==> config.mk <==
export PLATFORM = sky130hd
export DESIGN_NAME = mbx_outbound
export DESIGN_NICKNAME = d
export VERILOG_FILES = /design/src/rtl/mbx_pkg.sv /design/src/rtl/mbx_regs.sv /design/src/rtl/mbx_chan.sv /design/src/rtl/mbx_irq.sv /design/src/rtl/mbx_outbound.sv
export SDC_FILE = /design/constraint.sdc
export NUM_CORES = 1
export LEC_CHECK = 0
export CAP_MARGIN = 30
export CORE_MARGIN = 5
export CORE_UTILIZATION = 44
export CTS_CLUSTER_DIAMETER = 150
export DETAILED_ROUTE_END_ITERATION = 10
export PLACE_DENSITY = 0.77
export SYNTH_ARGS = -nofsm -noshare
export SYNTH_HDL_FRONTEND = slang
export SYNTH_SLANG_ARGS = --single-unit
==> constraint.sdc <==
create_clock -name clk -period 3.15 [get_ports clk]
set_input_delay 0.945 -clock clk [delete_from_list [all_inputs] [get_ports clk]]
set_output_delay 0.945 -clock clk [all_outputs]
set_load 0.03 [all_outputs]
==> src/rtl/mbx_pkg.sv <==
package mbx_pkg;
    localparam int N_TGT   = 8;
    localparam int TGT_W   = $clog2(N_TGT);
    localparam int WORD_W  = 32;
    localparam int MSG_W   = 2 * WORD_W;
    localparam int ADDR_W  = 6;
    localparam int MASK_W  = 3;

    localparam logic [ADDR_W-1:0] OFS_TGT  = 6'h00;
    localparam logic [ADDR_W-1:0] OFS_LO   = 6'h04;
    localparam logic [ADDR_W-1:0] OFS_HI   = 6'h08;
    localparam logic [ADDR_W-1:0] OFS_TRIG = 6'h0C;
    localparam logic [ADDR_W-1:0] OFS_CLR  = 6'h10;
    localparam logic [ADDR_W-1:0] OFS_STS  = 6'h14;
    localparam logic [ADDR_W-1:0] OFS_PEND = 6'h18;
    localparam logic [ADDR_W-1:0] OFS_MASK = 6'h1C;

    // status word field positions (decoded by software)
    localparam int BUSY_LSB = 0;
    localparam int OVF_LSB  = 8;
    localparam int DLV_LSB  = 16;

    // mask bit positions
    localparam int MSK_ACC = 0;
    localparam int MSK_OVF = 1;
    localparam int MSK_DLV = 2;

    typedef struct packed {
        logic [WORD_W-1:0] lo;
        logic [WORD_W-1:0] hi;
        logic [TGT_W-1:0]  tgt;
        logic [MASK_W-1:0] mask;
    } regs_t;

    typedef struct packed {
        logic             busy;
        logic             dlv;
        logic             ovf;
        logic [MSG_W-1:0] msg;
    } chan_t;
endpackage

==> src/rtl/mbx_regs.sv <==
module mbx_regs
    import mbx_pkg::*;
(
    input  logic              clk,
    input  logic              rst_n,
    input  logic              reg_wr,
    input  logic [ADDR_W-1:0] reg_addr,
    input  logic [WORD_W-1:0] reg_wdata,
    output logic [WORD_W-1:0] reg_rdata,
    input  logic [N_TGT-1:0]  sts_busy,
    input  logic [N_TGT-1:0]  sts_dlv,
    input  logic [N_TGT-1:0]  sts_ovf,
    input  logic              pend,
    output logic [MSG_W-1:0]  msg,
    output logic [TGT_W-1:0]  tgt,
    output logic [MASK_W-1:0] mask,
    output logic              trig,
    output logic              clr_wr,
    output logic              pend_clr
);
    regs_t r_d, r_q;

    always_comb begin
        r_d = r_q;
        if (reg_wr) begin
            unique case (reg_addr)
                OFS_LO:   r_d.lo   = reg_wdata;
                OFS_HI:   r_d.hi   = reg_wdata;
                OFS_TGT:  r_d.tgt  = reg_wdata[TGT_W-1:0];
                OFS_MASK: r_d.mask = reg_wdata[MASK_W-1:0];
                default:  ;
            endcase
        end
    end

    always_ff @(posedge clk or negedge rst_n) begin
        if (!rst_n) begin
            r_q.lo   <= '0;
            r_q.hi   <= '0;
            r_q.tgt  <= '0;
            r_q.mask <= '1;
        end else begin
            r_q <= r_d;
        end
    end

    assign trig     = reg_wr && (reg_addr == OFS_TRIG) && reg_wdata[0];
    assign clr_wr   = reg_wr && (reg_addr == OFS_CLR);
    assign pend_clr = reg_wr && (reg_addr == OFS_PEND) && reg_wdata[0];
    assign msg      = {r_q.hi, r_q.lo};
    assign tgt      = r_q.tgt;
    assign mask     = r_q.mask;

    always_comb begin
        reg_rdata = '0;
        unique case (reg_addr)
            OFS_TGT:  reg_rdata[TGT_W-1:0]  = r_q.tgt;
            OFS_LO:   reg_rdata             = r_q.lo;
            OFS_HI:   reg_rdata             = r_q.hi;
            OFS_STS: begin
                reg_rdata[BUSY_LSB +: N_TGT] = sts_busy;
                reg_rdata[OVF_LSB  +: N_TGT] = sts_ovf;
                reg_rdata[DLV_LSB  +: N_TGT] = sts_dlv;
            end
            OFS_PEND: reg_rdata[0]          = pend;
            OFS_MASK: reg_rdata[MASK_W-1:0] = r_q.mask;
            default:  ;
        endcase
    end

    // a mask write lands in the next cycle
    p_mask_write_r8: assert property (@(posedge clk) disable iff (!rst_n)
        (reg_wr && reg_addr == OFS_MASK) |=> (mask == $past(reg_wdata[MASK_W-1:0])));
endmodule

==> src/rtl/mbx_chan.sv <==
module mbx_chan
    import mbx_pkg::*;
(
    input  logic             clk,
    input  logic             rst_n,
    input  logic             send,
    input  logic             fetch,
    input  logic             clr_dlv,
    input  logic             clr_ovf,
    input  logic [MSG_W-1:0] msg_in,
    output logic             busy,
    output logic             dlv,
    output logic             ovf,
    output logic [MSG_W-1:0] msg_out,
    output logic             ev_acc,
    output logic             ev_ovf,
    output logic             ev_dlv
);
    chan_t c_d, c_q;

    assign ev_acc = send && !c_q.busy;
    assign ev_ovf = send && c_q.busy;
    assign ev_dlv = fetch && c_q.busy;

    always_comb begin
        c_d = c_q;
        if (clr_dlv) c_d.dlv = 1'b0;
        if (clr_ovf) c_d.ovf = 1'b0;
        if (ev_dlv) begin
            c_d.busy = 1'b0;
            c_d.dlv  = 1'b1;
        end
        if (ev_ovf) c_d.ovf = 1'b1;
        if (ev_acc) begin
            c_d.busy = 1'b1;
            c_d.msg  = msg_in;
        end
    end

    always_ff @(posedge clk or negedge rst_n) begin
        if (!rst_n) c_q <= '0;
        else        c_q <= c_d;
    end

    assign busy    = c_q.busy;
    assign dlv     = c_q.dlv;
    assign ovf     = c_q.ovf;
    assign msg_out = c_q.msg;

    p_fetch_done_r4: assert property (@(posedge clk) disable iff (!rst_n)
        (fetch && busy && !send) |=> (!busy && dlv));
    p_drop_on_busy_r5: assert property (@(posedge clk) disable iff (!rst_n)
        (send && busy) |=> (ovf && $stable(msg_out)));
    p_idle_fetch_r6: assert property (@(posedge clk) disable iff (!rst_n)
        (fetch && !busy && !send && !clr_dlv) |=> (!busy && dlv == $past(dlv)));
endmodule

==> src/rtl/mbx_irq.sv <==
module mbx_irq
    import mbx_pkg::*;
(
    input  logic              clk,
    input  logic              rst_n,
    input  logic [MASK_W-1:0] mask,
    input  logic              any_acc,
    input  logic              any_ovf,
    input  logic              any_dlv,
    input  logic              pend_clr,
    output logic              pend
);
    typedef struct packed {
        logic pend;
    } irq_t;

    irq_t i_d, i_q;
    logic evt;

    assign evt = (any_acc && !mask[MSK_ACC]) ||
                 (any_ovf && !mask[MSK_OVF]) ||
                 (any_dlv && !mask[MSK_DLV]);

    always_comb begin
        i_d = i_q;
        if (pend_clr) i_d.pend = 1'b0;
        if (evt)      i_d.pend = 1'b1;
    end

    always_ff @(posedge clk or negedge rst_n) begin
        if (!rst_n) i_q <= '0;
        else        i_q <= i_d;
    end

    assign pend = i_q.pend;

    p_event_raises_r9: assert property (@(posedge clk) disable iff (!rst_n)
        evt |=> pend);
    p_clear_drops_r9: assert property (@(posedge clk) disable iff (!rst_n)
        (pend_clr && !evt) |=> !pend);
endmodule

==> src/rtl/mbx_outbound.sv <==
module mbx_outbound
    import mbx_pkg::*;
(
    input  logic                   clk,
    input  logic                   rst_n,
    input  logic                   reg_wr,
    input  logic [ADDR_W-1:0]      reg_addr,
    input  logic [WORD_W-1:0]      reg_wdata,
    output logic [WORD_W-1:0]      reg_rdata,
    output logic [N_TGT-1:0]       tgt_valid,
    output logic [N_TGT*MSG_W-1:0] tgt_data,
    input  logic [N_TGT-1:0]       tgt_fetch,
    output logic                   irq
);
    logic [MSG_W-1:0]  msg;
    logic [TGT_W-1:0]  tgt;
    logic [MASK_W-1:0] mask;
    logic              trig, clr_wr, pend_clr, pend;
    logic [N_TGT-1:0]  busy, dlv, ovf, ev_acc, ev_ovf, ev_dlv;

    mbx_regs u_regs (
        .clk, .rst_n, .reg_wr, .reg_addr, .reg_wdata, .reg_rdata,
        .sts_busy(busy), .sts_dlv(dlv), .sts_ovf(ovf), .pend,
        .msg, .tgt, .mask, .trig, .clr_wr, .pend_clr
    );

    for (genvar i = 0; i < N_TGT; i++) begin : g_chan
        mbx_chan u_chan (
            .clk, .rst_n,
            .send    (trig && (tgt == TGT_W'(i))),
            .fetch   (tgt_fetch[i]),
            .clr_dlv (clr_wr && reg_wdata[DLV_LSB + i]),
            .clr_ovf (clr_wr && reg_wdata[OVF_LSB + i]),
            .msg_in  (msg),
            .busy    (busy[i]),
            .dlv     (dlv[i]),
            .ovf     (ovf[i]),
            .msg_out (tgt_data[i*MSG_W +: MSG_W]),
            .ev_acc  (ev_acc[i]),
            .ev_ovf  (ev_ovf[i]),
            .ev_dlv  (ev_dlv[i])
        );
    end

    mbx_irq u_irq (
        .clk, .rst_n, .mask,
        .any_acc (|ev_acc),
        .any_ovf (|ev_ovf),
        .any_dlv (|ev_dlv),
        .pend_clr,
        .pend
    );

    assign tgt_valid = busy;
    assign irq       = pend;

    // one trigger touches at most one target
    p_one_target_r3: assert property (@(posedge clk) disable iff (!rst_n)
        $onehot0(ev_acc | ev_ovf));
    // pending bits rise only where a send was accepted
    p_rise_only_sent_r10: assert property (@(posedge clk) disable iff (!rst_n)
        ((busy & ~$past(busy)) & ~$past(ev_acc)) == '0);
endmodule

==> impl_metrics.csv <==
group,metric,value,unit
critical_path,crit_required,2.20,ns
logic_synthesis,ys.flop_type,"dfrtp_1",
logic_synthesis,synth_edf_count,0,
global_route,grt_pass1_wl,118000,um
sta,setup_slack,-0.297,ns
detailed_routing,drc,0,
worst_hold_path,hp-class,"in -> async",
critical_path,path_buf_inv,5,
logic_synthesis,synth_xor_area_share,0,%
floorplan,ios,602,
floorplan,die_w,242,um
critical_path,max_stage_delay,0.57,ns
place,io_buffers,601,
clocking,cts_tree,"yes",
sta,fin_skew,0.0248,ns
sta,setup_viol,32,
global_route,overflow,0,
pwr,power_density,502,nW/um^2
global_route,grt_pass1_vias,17200,
sta,rsz0062_at_grt,"yes",
critical_path,cpMostUsedCell,"buf_12",
logic_synthesis,syn_area_per_cell,15.8,sq um
sta,tightest_slew,0.599,ns
pwr,p_leak,16.2,nW
clocking,cts_buffers,66,
critical_path,cp_max_fo,6,
floorplan,core,52900,sq um
sta,hold_viol_final,0,
sta,finalMaxSlewViolations,0,
job,cap_violations,0,
global_route,antenna_found_initial,16,
layout,area_growth,41.3,%
layout,drive_above_1_share,37.7,%
detailed_routing,via_per_inst,5.48,
floorplan,fp.dieH,242,um
logic_synthesis,synth_top_family_by_area,"multiplexers",
detailed_routing,drt_iter0_drc,913,
logic_synthesis,yosys.area_share.simple,1.33,%
critical_path,cp_slowest_cell,"or4b_4",
clocking,h-tree-depth,3,
detailed_routing,wire_per_inst,27.5,um
critical_path,crit_chain,"buf_6 -> or4b_4 -> nor3_4 -> buf_12 -> buf_8 -> a222oi_1 -> inv_2 -> buf_12",
logic_synthesis,synth_area,23600,sq um
logic_synthesis,synth_mux_area_share,28.1,%
sta,slew_headroom,59.9,%
sta,fin_crit_sh,109,%
sta,min_period,3.45,ns
layout,final_common_cell,"dfrtp_1",
detailed_routing,via_count,15700,
outcome,violations,"setup timing",
detailed_routing,dr.pass1.iters,9,
layout,final_cell_mix,"dfrtp_1, clkdlybuf4s50_1, mux2_2",
global_route,grt_max_degree,99,
outcome,status,"complete, but fails checks",
critical_path,critPathKind,"in -> out",
logic_synthesis,syn-num-nets,1544,
logic_synthesis,yosysSeqAreaShare,64.4,%
floorplan,start_util,44.6,%
place,dpl.hpwl,56800,um
clocking,cts_root_buf,"clkbuf_16",
logic_synthesis,yosysWarnings,0,
logic_synthesis,async_flop_share,100,%
detailed_routing,postRouteWirelength,78700,um
pwr,total_power,16.7,mW
clocking,cts.clk_slew.worst_paths,0.06,ns
sta,max_freq,0.290,GHz
clocking,clk_latency,0.59,ns
global_route,grtUsageTotal,26.5,%
logic_synthesis,synth_cell_type_count,41,
clocking,numClockSinks,607,
detailed_routing,antenna_left,0,
critical_path,path_delay_family,"simple AND/OR/NAND/NOR gates",
logic_synthesis,synth_fa_ha_area_share,0,%
layout,utilization,63.1,%
floorplan,rows,84,
critical_path,worstPathArrival,2.50,ns
logic_synthesis,synth_compound_area_share,2.46,%
place,gp_congestion,0.863,
layout,final_nets,2167,
clocking,clock_path_buffers,3,
pwr,peakVddDrop,0.000456,V
critical_path,start_kind,"input port",
logic_synthesis,synth_seq_cells,607,
floorplan,die-area,58400,sq um
critical_path,end_kind,"output pin",
logic_synthesis,netlist_instances,1495,
## through the flow
step	hold slack (ns)	TNS, ns	cells	worst slack, ns	area, sq um
final	0.313	-7.92	2863	-0.297	33300
after global routing	0.312	-9.00	2863	-0.337	33300
after CTS	0.289	-9.33	2854	-0.347	33300
after detailed placement	0.475	-77.57	2733	-0.783	31000
after global placement	0.470	-70.27	2733	-0.734	31000
after floorplan	0.457	0	1495	0.0104	23600
## power breakdown
| group | internal (mW) | switching [mW] | total [mW] |
|---|---|---|---|
| Sequential | 7.96 | 0.488 | 8.45 |
| Clock | 4.43 | 3.16 | 7.59 |
| Combinational | 0.321 | 0.391 | 0.712 |
## Yosys cell counts (2+ instances only)
library cell    n  share of area, %
a21o_1          4              0.13
a222oi_1       23              0.98
a22o_1         17              0.63
a22oi_1         5              0.16
a32o_1          6              0.25
and2_1          2             0.053
and3_1          4              0.11
and4bb_2        2              0.11
buf_1          40              0.64
buf_2          33              0.70
buf_4          31              0.99
buf_6           5              0.24
clkbuf_1       27              0.43
clkbuf_2       13              0.28
dfrtp_1       604                64
dfstp_2         3              0.33
inv_1          29              0.46
mux2_1         68               3.2
mux2_2        514                25
mux2i_1         3              0.13
mux4_2          2              0.19
nand2_1        23              0.37
nand3_1         8              0.17
nor2_1          2             0.032
nor2b_1         4              0.11
nor3_1          3             0.064
nor3b_1         2             0.064
o21ai_0         4             0.085
o2bb2ai_1       2             0.074
## final timing paths
| path | startpoint | slack, ns | depth (start not counted) | endpoint |
|---|---|---|---|---|
| hold reg to reg | g_chan[0].u_chan.msg_out[14] | 0.49 | 1 | g_chan[0].u_chan.msg_out[14] |
| min in group clk | g_chan[0].u_chan.msg_out[14] | 0.49 | 1 | g_chan[0].u_chan.msg_out[14] |
| hold / removal | rst_n | 0.31 | 1 | g_chan[7].u_chan.msg_out[42] |
| setup reg to reg | u_regs.tgt[0] | 0.82 | 5 | g_chan[1].u_chan.msg_out[1] |
| setup / recovery | reg_addr[1] | -0.30 | 8 | reg_rdata[12] |
| max in group asynchronous | rst_n | 1.89 | 2 | g_chan[5].u_chan.msg_out[16] |
## routing by layer
| layer | track usage, % | part of all wire, % | vias to the layer above |
|---|---|---|---|
| met1 | 33.1 | 39 | 8258 |
| met5 | 0 | 0.10 | - |
| met2 | 42.7 | 48 | 673 |
| met4 | 10.6 | 4.2 | 12 |
| met3 | 8.99 | 8.7 | 190 |
| li1 | - | - | 6544 |
## timing repair
| action | 4_1_cts | 5_1_grt |
|---|---|---|
| pin swaps | 15 | 9 |
| gates resized for setup | 39 | 11 |
| endpoints found under the setup margin | 32 | 32 |
| buffers inserted | 2 | 2 |
| cloned | 1 | 0 |
| hold buffers | 0 | 0 |
## cell families (layout without fill, tap and decap cells)
| logic type | after synthesis | count (layout) |
|---|---|---|
| AOI/OAI and AO/OA | 66 | 66 |
| buffers and inverters | 178 | 851 |
| DFF | 607 | 607 |
| muxes | 587 | 587 |
| other | 0 | 7 |
| and+or+nand+nor | 57 | 57 |
## state kept, by name (all words and copies together) (netlist names)
signal / cells
u_regs.msg: 64
u_regs.mask: 3
u_irq.pend: 1
g_chan.u_chan.msg_out: 512
u_regs.tgt: 3
g_chan.u_chan.busy: 8
g_chan.u_chan.dlv: 8
g_chan.u_chan.ovf: 8
## area by class of cell
class,instances,area (sq um)
Inverter,29,109
Clock inverter,23,203
Clock buffer,95,1950
Timing Repair Buffer,704,7350
Tap cell,688,861
Antenna cell,7,17.5
Sequential cell,607,15200
Fill cell,3835,19500
Multi-Input combinational cell,710,7650
Power figures use the tool's default switching activity.
